--- src/rtl/numconv_pkg.sv ---
package numconv_pkg;
  localparam int EXP_W   = 8;
  localparam int FRAC_W  = 23;
  localparam int WORD_W  = 32;
  localparam int HALF_W  = WORD_W / 2;
  localparam int SIG_W   = FRAC_W + 1;
  localparam int BIAS    = (1 << (EXP_W - 1)) - 1;
  localparam int EXP_TOP = (1 << EXP_W) - 1;

  typedef enum logic [1:0] {
    KIND_S32 = 2'd0,
    KIND_S16 = 2'd1,
    KIND_U16 = 2'd2,
    KIND_RSV = 2'd3
  } int_kind_e;

  typedef enum logic [1:0] {
    ST_IDLE = 2'd0,
    ST_CALC = 2'd1,
    ST_HOLD = 2'd2
  } conv_state_e;

  typedef struct packed {
    logic [WORD_W-1:0] value;
    logic              trap;
    logic              inexact;
  } conv_res_t;
endpackage

--- src/rtl/numconv_to_float.sv ---
module numconv_to_float
  import numconv_pkg::*;
(
  input  logic [WORD_W-1:0] op,
  output conv_res_t         res
);
  localparam int START  = BIAS + WORD_W - 1;
  localparam int DROP_W = WORD_W - SIG_W;
  localparam int LZ_W   = $clog2(WORD_W);

  logic              sgn;
  logic [WORD_W-1:0] mag;
  logic [WORD_W-1:0] norm;
  logic [LZ_W-1:0]   lz;
  logic              found;
  logic              lbit, rbit, sticky, inc;
  logic [SIG_W:0]    sum;
  logic [EXP_W-1:0]  expo;

  always_comb begin
    sgn   = op[WORD_W-1];
    mag   = sgn ? (WORD_W'(0) - op) : op;
    lz    = '0;
    found = 1'b0;
    for (int i = WORD_W - 1; i >= 0; i--) begin
      if (!found && mag[i]) begin
        lz    = LZ_W'(WORD_W - 1 - i);
        found = 1'b1;
      end
    end
    norm   = mag << lz;
    lbit   = norm[DROP_W];
    rbit   = norm[DROP_W-1];
    sticky = |norm[DROP_W-2:0];
    inc    = rbit & (sticky | lbit);
    sum    = {1'b0, norm[WORD_W-1 -: SIG_W]} + (SIG_W+1)'(inc);
    expo   = EXP_W'(START) - EXP_W'(lz) + EXP_W'(sum[SIG_W]);
    res.trap = 1'b0;
    if (op == '0) begin
      res.value   = '0;
      res.inexact = 1'b0;
    end else begin
      res.value   = {sgn, expo, sum[FRAC_W-1:0]};
      res.inexact = rbit | sticky;
    end
  end
endmodule

--- src/rtl/numconv_to_int.sv ---
module numconv_to_int
  import numconv_pkg::*;
(
  input  logic [WORD_W-1:0] op,
  input  int_kind_e         kind,
  input  logic              rnd,
  output conv_res_t         res
);
  localparam int SHIFT_BASE = BIAS + WORD_W - 2;
  localparam int PAD        = WORD_W - 2 - FRAC_W;
  localparam int SH_W       = EXP_W + 2;
  localparam int SC_W       = $clog2(WORD_W) + 1;
  localparam logic [WORD_W:0] TOP_MAG = {2'b01, {(WORD_W-1){1'b0}}};

  logic                     sgn;
  logic [EXP_W-1:0]         ex;
  logic [FRAC_W-1:0]        fr;
  logic [WORD_W-1:0]        x;
  logic signed [SH_W-1:0]   sh;
  logic [SC_W-1:0]          sc;
  logic [2*WORD_W-1:0]      wide;
  logic [WORD_W:0]          mag;
  logic                     rbit, sticky, inc, over;

  always_comb begin
    sgn    = op[WORD_W-1];
    ex     = op[WORD_W-2 -: EXP_W];
    fr     = op[FRAC_W-1:0];
    x      = {1'b0, 1'b1, fr, {PAD{1'b0}}};
    sh     = SH_W'(SHIFT_BASE) - SH_W'(ex);
    sc     = '0;
    wide   = '0;
    rbit   = 1'b0;
    sticky = 1'b0;
    over   = 1'b0;
    if (sh[SH_W-1]) begin
      mag  = {x, 1'b0};
      over = (sh != '1);
    end else begin
      if (sh[SH_W-2:0] >= (SH_W-1)'(WORD_W)) sc = SC_W'(WORD_W);
      else                                   sc = sh[SC_W-1:0];
      wide   = {x, {WORD_W{1'b0}}} >> sc;
      rbit   = wide[WORD_W-1];
      sticky = |wide[WORD_W-2:0];
      mag    = {1'b0, wide[2*WORD_W-1:WORD_W]};
    end
    inc = rnd & rbit & (sticky | mag[0]);
    mag = mag + (WORD_W+1)'(inc);

    res.value   = sgn ? (WORD_W'(0) - mag[WORD_W-1:0]) : mag[WORD_W-1:0];
    res.inexact = rnd & (rbit | sticky);
    unique case (kind)
      KIND_S32: res.trap = over || (mag > TOP_MAG) || (mag == TOP_MAG && !sgn);
      KIND_S16: res.trap = over || (|mag[WORD_W:HALF_W-1]);
      KIND_U16: res.trap = over || (|mag[WORD_W:HALF_W]) || (sgn && |mag);
      default:  res.trap = 1'b1;
    endcase

    if (kind == KIND_RSV) begin
      res.trap = 1'b1;
    end else if (ex == '0 && fr == '0) begin
      res.value = '0;
      res.trap  = 1'b0;
      res.inexact = 1'b0;
    end else if (ex == '0 || ex == EXP_W'(EXP_TOP)) begin
      res.trap = 1'b1;
    end
    if (res.trap) res.inexact = 1'b0;
  end
endmodule

--- src/rtl/numconv_unit.sv ---
module numconv_unit
  import numconv_pkg::*;
(
  input  logic              clk,
  input  logic              rst_n,
  input  logic              in_valid,
  output logic              in_ready,
  input  logic [WORD_W-1:0] in_operand,
  input  logic              in_to_float,
  input  logic [1:0]        in_kind,
  input  logic              in_round,
  output logic              out_valid,
  input  logic              out_ready,
  output logic [WORD_W-1:0] out_result,
  output logic              out_trap,
  output logic              out_inexact
);
  conv_state_e       state;
  logic [WORD_W-1:0] op_q;
  logic              dir_q;
  int_kind_e         kind_q;
  logic              rnd_q;
  logic [WORD_W-1:0] res_q;
  logic              trap_q, inx_q;
  conv_res_t         f_res, i_res, sel;

  numconv_to_float u_to_float (.op(op_q), .res(f_res));
  numconv_to_int   u_to_int   (.op(op_q), .kind(kind_q), .rnd(rnd_q), .res(i_res));

  assign sel = dir_q ? f_res : i_res;

  assign in_ready    = (state == ST_IDLE);
  assign out_valid   = (state == ST_HOLD);
  assign out_result  = res_q;
  assign out_trap    = trap_q;
  assign out_inexact = inx_q;

  always_ff @(posedge clk or negedge rst_n) begin
    if (!rst_n) begin
      state  <= ST_IDLE;
      op_q   <= '0;
      dir_q  <= 1'b0;
      kind_q <= KIND_S32;
      rnd_q  <= 1'b0;
      res_q  <= '0;
      trap_q <= 1'b0;
      inx_q  <= 1'b0;
    end else begin
      unique case (state)
        ST_IDLE: if (in_valid) begin
          op_q   <= in_operand;
          dir_q  <= in_to_float;
          kind_q <= int_kind_e'(in_kind);
          rnd_q  <= in_round;
          state  <= ST_CALC;
        end
        ST_CALC: begin
          trap_q <= sel.trap;
          inx_q  <= sel.inexact;
          if (!sel.trap) res_q <= sel.value;
          state  <= ST_HOLD;
        end
        ST_HOLD: if (out_ready) state <= ST_IDLE;
        default: state <= ST_IDLE;
      endcase
    end
  end

  AST_ACCEPT_GAP: assert property (@(posedge clk) disable iff (!rst_n) (in_valid && in_ready) |=> !out_valid);
  AST_ACCEPT_LATENCY: assert property (@(posedge clk) disable iff (!rst_n) (in_valid && in_ready) |-> ##2 out_valid);
  AST_HOLD_STABLE: assert property (@(posedge clk) disable iff (!rst_n) (out_valid && !out_ready) |=> (out_valid && $stable(out_result) && $stable(out_trap) && $stable(out_inexact)));
  AST_RELEASE_IDLE: assert property (@(posedge clk) disable iff (!rst_n) (out_valid && out_ready) |=> (!out_valid && in_ready));
  AST_FLOAT_NO_TRAP: assert property (@(posedge clk) disable iff (!rst_n) (out_valid && dir_q) |-> !out_trap);
  AST_S16_SIGN_EXT: assert property (@(posedge clk) disable iff (!rst_n) (out_valid && !dir_q && !out_trap && kind_q == KIND_S16) |-> (out_result[WORD_W-1:HALF_W-1] == '0 || out_result[WORD_W-1:HALF_W-1] == '1));
  AST_U16_UPPER_CLEAR: assert property (@(posedge clk) disable iff (!rst_n) (out_valid && !dir_q && !out_trap && kind_q == KIND_U16) |-> (out_result[WORD_W-1:HALF_W] == '0));
  AST_TRAP_KEEPS_RESULT: assert property (@(posedge clk) disable iff (!rst_n) ($rose(out_valid) && out_trap) |-> $stable(out_result));
  AST_TRAP_NO_INEXACT: assert property (@(posedge clk) disable iff (!rst_n) (out_valid && out_trap) |-> !out_inexact);
endmodule

--- config.mk ---
export PLATFORM = sky130hd
export DESIGN_NAME = numconv_unit
export DESIGN_NICKNAME = d
export VERILOG_FILES = /design/src/rtl/numconv_pkg.sv /design/src/rtl/numconv_to_float.sv /design/src/rtl/numconv_to_int.sv /design/src/rtl/numconv_unit.sv
export SDC_FILE = /design/constraint.sdc
export NUM_CORES = 1
export LEC_CHECK = 0
export ABC_AREA = 1
export BUFFER_PORTS_ARGS = -buffer_cell sky130_fd_sc_hd__buf_4
export CAP_MARGIN = 20
export CORE_ASPECT_RATIO = 2
export CORE_MARGIN = 2
export CORE_UTILIZATION = 57
export DETAILED_ROUTE_END_ITERATION = 7
export PLACE_DENSITY = 0.83
export REMOVE_ABC_BUFFERS = 1
export SETUP_SLACK_MARGIN = 0.05
export SYNTH_ARGS = -nofsm -noshare
export SYNTH_HDL_FRONTEND = slang
export SYNTH_SLANG_ARGS = --single-unit
export TNS_END_PERCENT = 1
--- constraint.sdc ---
create_clock -name clk -period 5.5 [get_ports clk]
set_clock_uncertainty 0.2 [all_clocks]
set_input_delay 0.825 -clock clk [delete_from_list [all_inputs] [get_ports clk]]
set_output_delay 0.825 -clock clk [all_outputs]
set_load 0.05 [all_outputs]
==> results of run 1 <==
synthesized netlist by cell type, drive strengths merged, types with 7 or more instances:
cell	number
o31ai	7
o21a	8
nor3	22
buf	56
nor4	10
nor2	226
a21oi	62
ha	8
clkinv	8
inv	189
o22ai	14
xor2	43
clkbuf	25
dfrtp	72
a31oi	7
nand3	253
nand2	606
nand4	43
o21ai	186
routing by layer:
layer | global-route usage, % | overflow
met5 | 2.653 | 0
met4 | 74.72 | 52
met3 | 39.28 | 1
met2 | 87.49 | 47
met1 | 62.43 | 0
cells by family after synthesis:
family | Yosys count
and+or+nand+nor | 1180
AOI/OAI and AO/OA | 301
buffers and inverters | 278
DFF | 72
xor gates and xnor gates | 49
adders and majority gates | 8
muxes | 3
stage by stage:
step / cell area [µm²] / util [%] / setup TNS, ns / instances / worst slack, ns
after floorplan: 10320 / - / -51.60 / 1810 / -1.584
after detailed placement: 14590 / 78.18 / -25.86 / 2544 / -0.8412
after global placement: 14590 / 78.18 / -13.88 / 2544 / -0.4565
after CTS: 15570 / 83.47 / -16.11 / 2593 / -0.5795
repair_timing:
item,4_1_cts
setup buffers,32
pin swaps,38
gates resized for setup,85
gates cloned,1
endpoints found under the setup margin,34
==> results.toml, run 1 <==
[die]
dieWidth_um = 101.2
ioPinCount = 76
rows = 71
die_y_um = 198.4
start_util_pct = 57.76

[synthesis]
synth.distinct_cells = 62
syn_inst = 1891
synth-adder-area-share_pct = 0.9289
ys_seq_area_share_pct = 16.72
synthArstFlopShare_pct = 100.0
synth_top_area_share_pct = 20.45
synth_compound_area_share_pct = 15.76
ys.warnings.count = 0
synth.area.mux_share_pct = 0.2787
synth-simple-area-share_pct = 50.88
ys.flop_type = "dfrtp_1"
yosys-top-cells-area = "nand2_1, dfrtp_1, nand3_1"
synthXorXnorAreaFrac_pct = 4.261
synth_top_cell_by_area = "nand2_1"
ys_seq_elements = 72
avgSynthCellArea_um2 = 5.698
synth_top_family_by_area = "simple AND/OR/NAND/NOR gates"
synth-edff-count = 0
syn-cell-area_um2 = 10780

[place]
gp_congestion = 1.135
dpl.hpwl_mm = 36.82
port_buffers = 75

[global_route]
overflow = 100
grt_pass1_vias = 18833
grt_max_degree = 69
grt_pass1_wl_mm = 102.8
grt_util_all_layers_pct = 65.20

[outcome]
status = "aborted with a tool error"
haltStage = "global routing (5_1_grt)"
stop_error = "[ERROR GRT-0116] Global routing finished with congestion. Check the congestion regions in the DRC Viewer."

[clock_tree]
clock-sinks = 72
ctsRootBufferMaster = "clkbuf_16"
numCtsBuffers = 9
cts_max_path_buffers = 2
htree_levels = 3
hold_buffers = 0
==> run 2, diff against run 1 <==
--- a/config.mk
+++ b/config.mk
@@ -8,13 +8,11 @@
 export ABC_AREA = 1
 export BUFFER_PORTS_ARGS = -buffer_cell sky130_fd_sc_hd__buf_4
 export CAP_MARGIN = 20
-export CORE_ASPECT_RATIO = 2
 export CORE_MARGIN = 2
-export CORE_UTILIZATION = 57
+export CORE_UTILIZATION = 40
 export DETAILED_ROUTE_END_ITERATION = 7
-export PLACE_DENSITY = 0.83
+export PLACE_DENSITY_LB_ADDON = 0.15
 export REMOVE_ABC_BUFFERS = 1
-export SETUP_SLACK_MARGIN = 0.05
 export SYNTH_ARGS = -nofsm -noshare
 export SYNTH_HDL_FRONTEND = slang
 export SYNTH_SLANG_ARGS = --single-unit
==> constraint.sdc (replaced) <==
create_clock -name clk -period 7.15 [get_ports clk]
set_clock_uncertainty 0.2 [all_clocks]
set_input_delay 1.0725 -clock clk [delete_from_list [all_inputs] [get_ports clk]]
set_output_delay 1.0725 -clock clk [all_outputs]
set_load 0.05 [all_outputs]
==> run 2 against run 1 <==
Against the previous run:
- the run now ends clean
- synthesized area unchanged
- synthesized cell count unchanged
==> results.toml, run 2 <==
[global_route]
grt_util_all_layers_pct = 29.70
overflow = 0
grt_pass1_vias = 11595
grt_pass1_wl_mm = 65.72
antenna_found_initial = 1
grt_max_degree = 66

[clock_tree]
worstSkewPairLatency_ns = 0.35
clock-sinks = 72
htree_levels = 3
ctsRootBufferMaster = "clkbuf_16"
hold_buffers = 0
numCtsBuffers = 9
clkTransAtPathRegs_ns = 0.07
cts_tree = "built"
cts_max_path_buffers = 2

[synthesis]
ys_seq_elements = 72
synth_top_area_share_pct = 20.45
synthXorXnorAreaFrac_pct = 4.261
avgSynthCellArea_um2 = 5.698
synth_compound_area_share_pct = 15.76
synth_top_family_by_area = "simple AND/OR/NAND/NOR gates"
ys.flop_type = "dfrtp_1"
synth_top_cell_by_area = "nand2_1"
syn-cell-area_um2 = 10780
synth-simple-area-share_pct = 50.88
synthArstFlopShare_pct = 100.0
syn_inst = 1891
ys.warnings.count = 0
yosysMostFrequentCell = "nand2_1"
synthTopCellsByCount = "nand2_1, nand3_1, nor2_1"
synth-edff-count = 0
synth.distinct_cells = 62
ys_seq_area_share_pct = 16.72
yosys-top-cells-area = "nand2_1, dfrtp_1, nand3_1"
synth-adder-area-share_pct = 0.9289
synth.area.mux_share_pct = 0.2787

[layout]
multi_input_area_um2 = 7940
final_core_util_pct = 45.53
diodes = 0
area_delta_synth_final_pct = 12.94
final_cell_count_no_fill = 2289
fillers = 2994
final_area_um2 = 12170
mostFrequentLayoutCells = "nand2_1, nand3_1, nor2_1, inv_1, buf_4"
final_nets = 1991
layout-drive-gt1-share_pct = 16.68
register_area_um2 = 1805
final_common_cell = "nand2_1"

[timing]
fmax_mhz = 152.1
relSlewSlack_pct = 43.24
timing.final.max_slew_violations = 0
fin_crit_sh_pct = 91.93
post-route-min-period_ns = 6.573
setup_tns_ns = 0
grt_setup_unrepaired = "yes"
worstMarginPinSlew_ns = 0.8514
hold_viol = 0
setup_viol = 0

[worst_setup_path]
crit_fanout = 35
startpoint_type = "register"
cp.required_ns = 7.20
worst_setup_path_end_kind = "register"
slowest_stage = "dfrtp_2"
path_class = "register to register"
cp_slowest_stage_delay_ns = 0.47
ff2ff_setup_slack_ns = 0.58
cp_common_cell = "nor2_4"
worstPathArrival_ns = 6.62

[run]
drv_cap = 0

[route]
first_pass_iters = 7
drtIter0Drc = 1398
wl_per_cell_um = 18.46
wl_mm = 42.26
vias = 12711
ant_nets = 0
routed_via_density = 5.553
remaining_drc_errors = 0

[die]
die_y_um = 168.1
core_um2 = 26730
start_util_pct = 40.32
dieWidth_um = 168.1
dieArea_um2 = 28270
ioPinCount = 76
rows = 60

[place]
gp_congestion = 1.014
dpl.cell_count = 2257
port_buffers = 75
dpl_cell_area_um2 = 11540
dpl.hpwl_mm = 33.87

[outcome]
status = "completed"

[min_path]
min-delay-path-class = "register to register"
-- run 2: layout make-up --
class,count,area share [%]
Sequential cell,72,14.84
Multi-Input combinational cell,1542,65.25
Inverter,197,6.200
Tap cell,341,3.506
Clock buffer,9,1.851
Clock inverter,7,0.6992
Timing Repair Buffer,121,7.660
-- run 2: path summary, 6_finish.rpt --
path / endpoint / depth (start not counted) / startpoint
min: out_result[9]$_DFFE_PN0P_ / 2 / out_result[9]$_DFFE_PN0P_
min in group asynchronous: op_q[14]$_DFFE_PN0P_ / 1 / rst_n
min reg2reg: out_result[9]$_DFFE_PN0P_ / 2 / out_result[9]$_DFFE_PN0P_
max: out_result[24]$_DFFE_PN0P_ / 42 / op_q[0]$_DFFE_PN0P_
max reg2reg: out_result[24]$_DFFE_PN0P_ / 42 / op_q[0]$_DFFE_PN0P_
max in group asynchronous: op_q[0]$_DFFE_PN0P_ / 2 / rst_n
-- run 2: logic make-up (layout without fill, tap and decap cells) --
logic type	Yosys count	in the layout
mux	3	3
xor+xnor	49	49
compound gates	301	301
fa+ha+maj	8	8
flops	72	72
buf+inv	278	334
simple gates	1180	1181
-- run 2: timing repair --
| action | in CTS | in global routing |
|---|---|---|
| setup endpoints to repair | 0 | 33 |
| setup buffers | 0 | 15 |
| resized for setup | 0 | 47 |
-- run 2: metrics by stage --
step                      hold slack [ns]  setup WS [ns]
after global placement             0.2682         0.1421
after CTS                          0.2901        0.08911
after detailed placement           0.2718         0.1099
after global routing               0.3354       -0.03676
after floorplan                    0.2895        0.06575
final                              0.2865         0.5772
-- run 2: layer usage --
layer | GRT usage (%) | vias to the layer above | wire length, µm
met3 | 2.186 | 75 | 2397
met1 | 42.83 | 5851 | 19660
met4 | 9.783 | 0 | 1222
li1 | - | 6318 | -
met2 | 47.14 | 467 | 18980
met5 | 0 | - | 0
-- run 2: worst max-delay path, delay by kind of cell (launching register included) --
kind / cells / cell delay [ns]
flip-flops: 1 / 0.47
buffers and inverters: 4 / 0.43
AND/OR/NAND/NOR: 33 / 4.45
XOR/XNOR: 1 / 0.20
AO/OA/AOI/OAI: 1 / 0.10
adder cells (fa/ha/maj): 3 / 0.62
Power of run 2 is left out: the tool's default activity adds up to more than one toggle a clock period on the data nets, which glitch-free logic cannot reach.
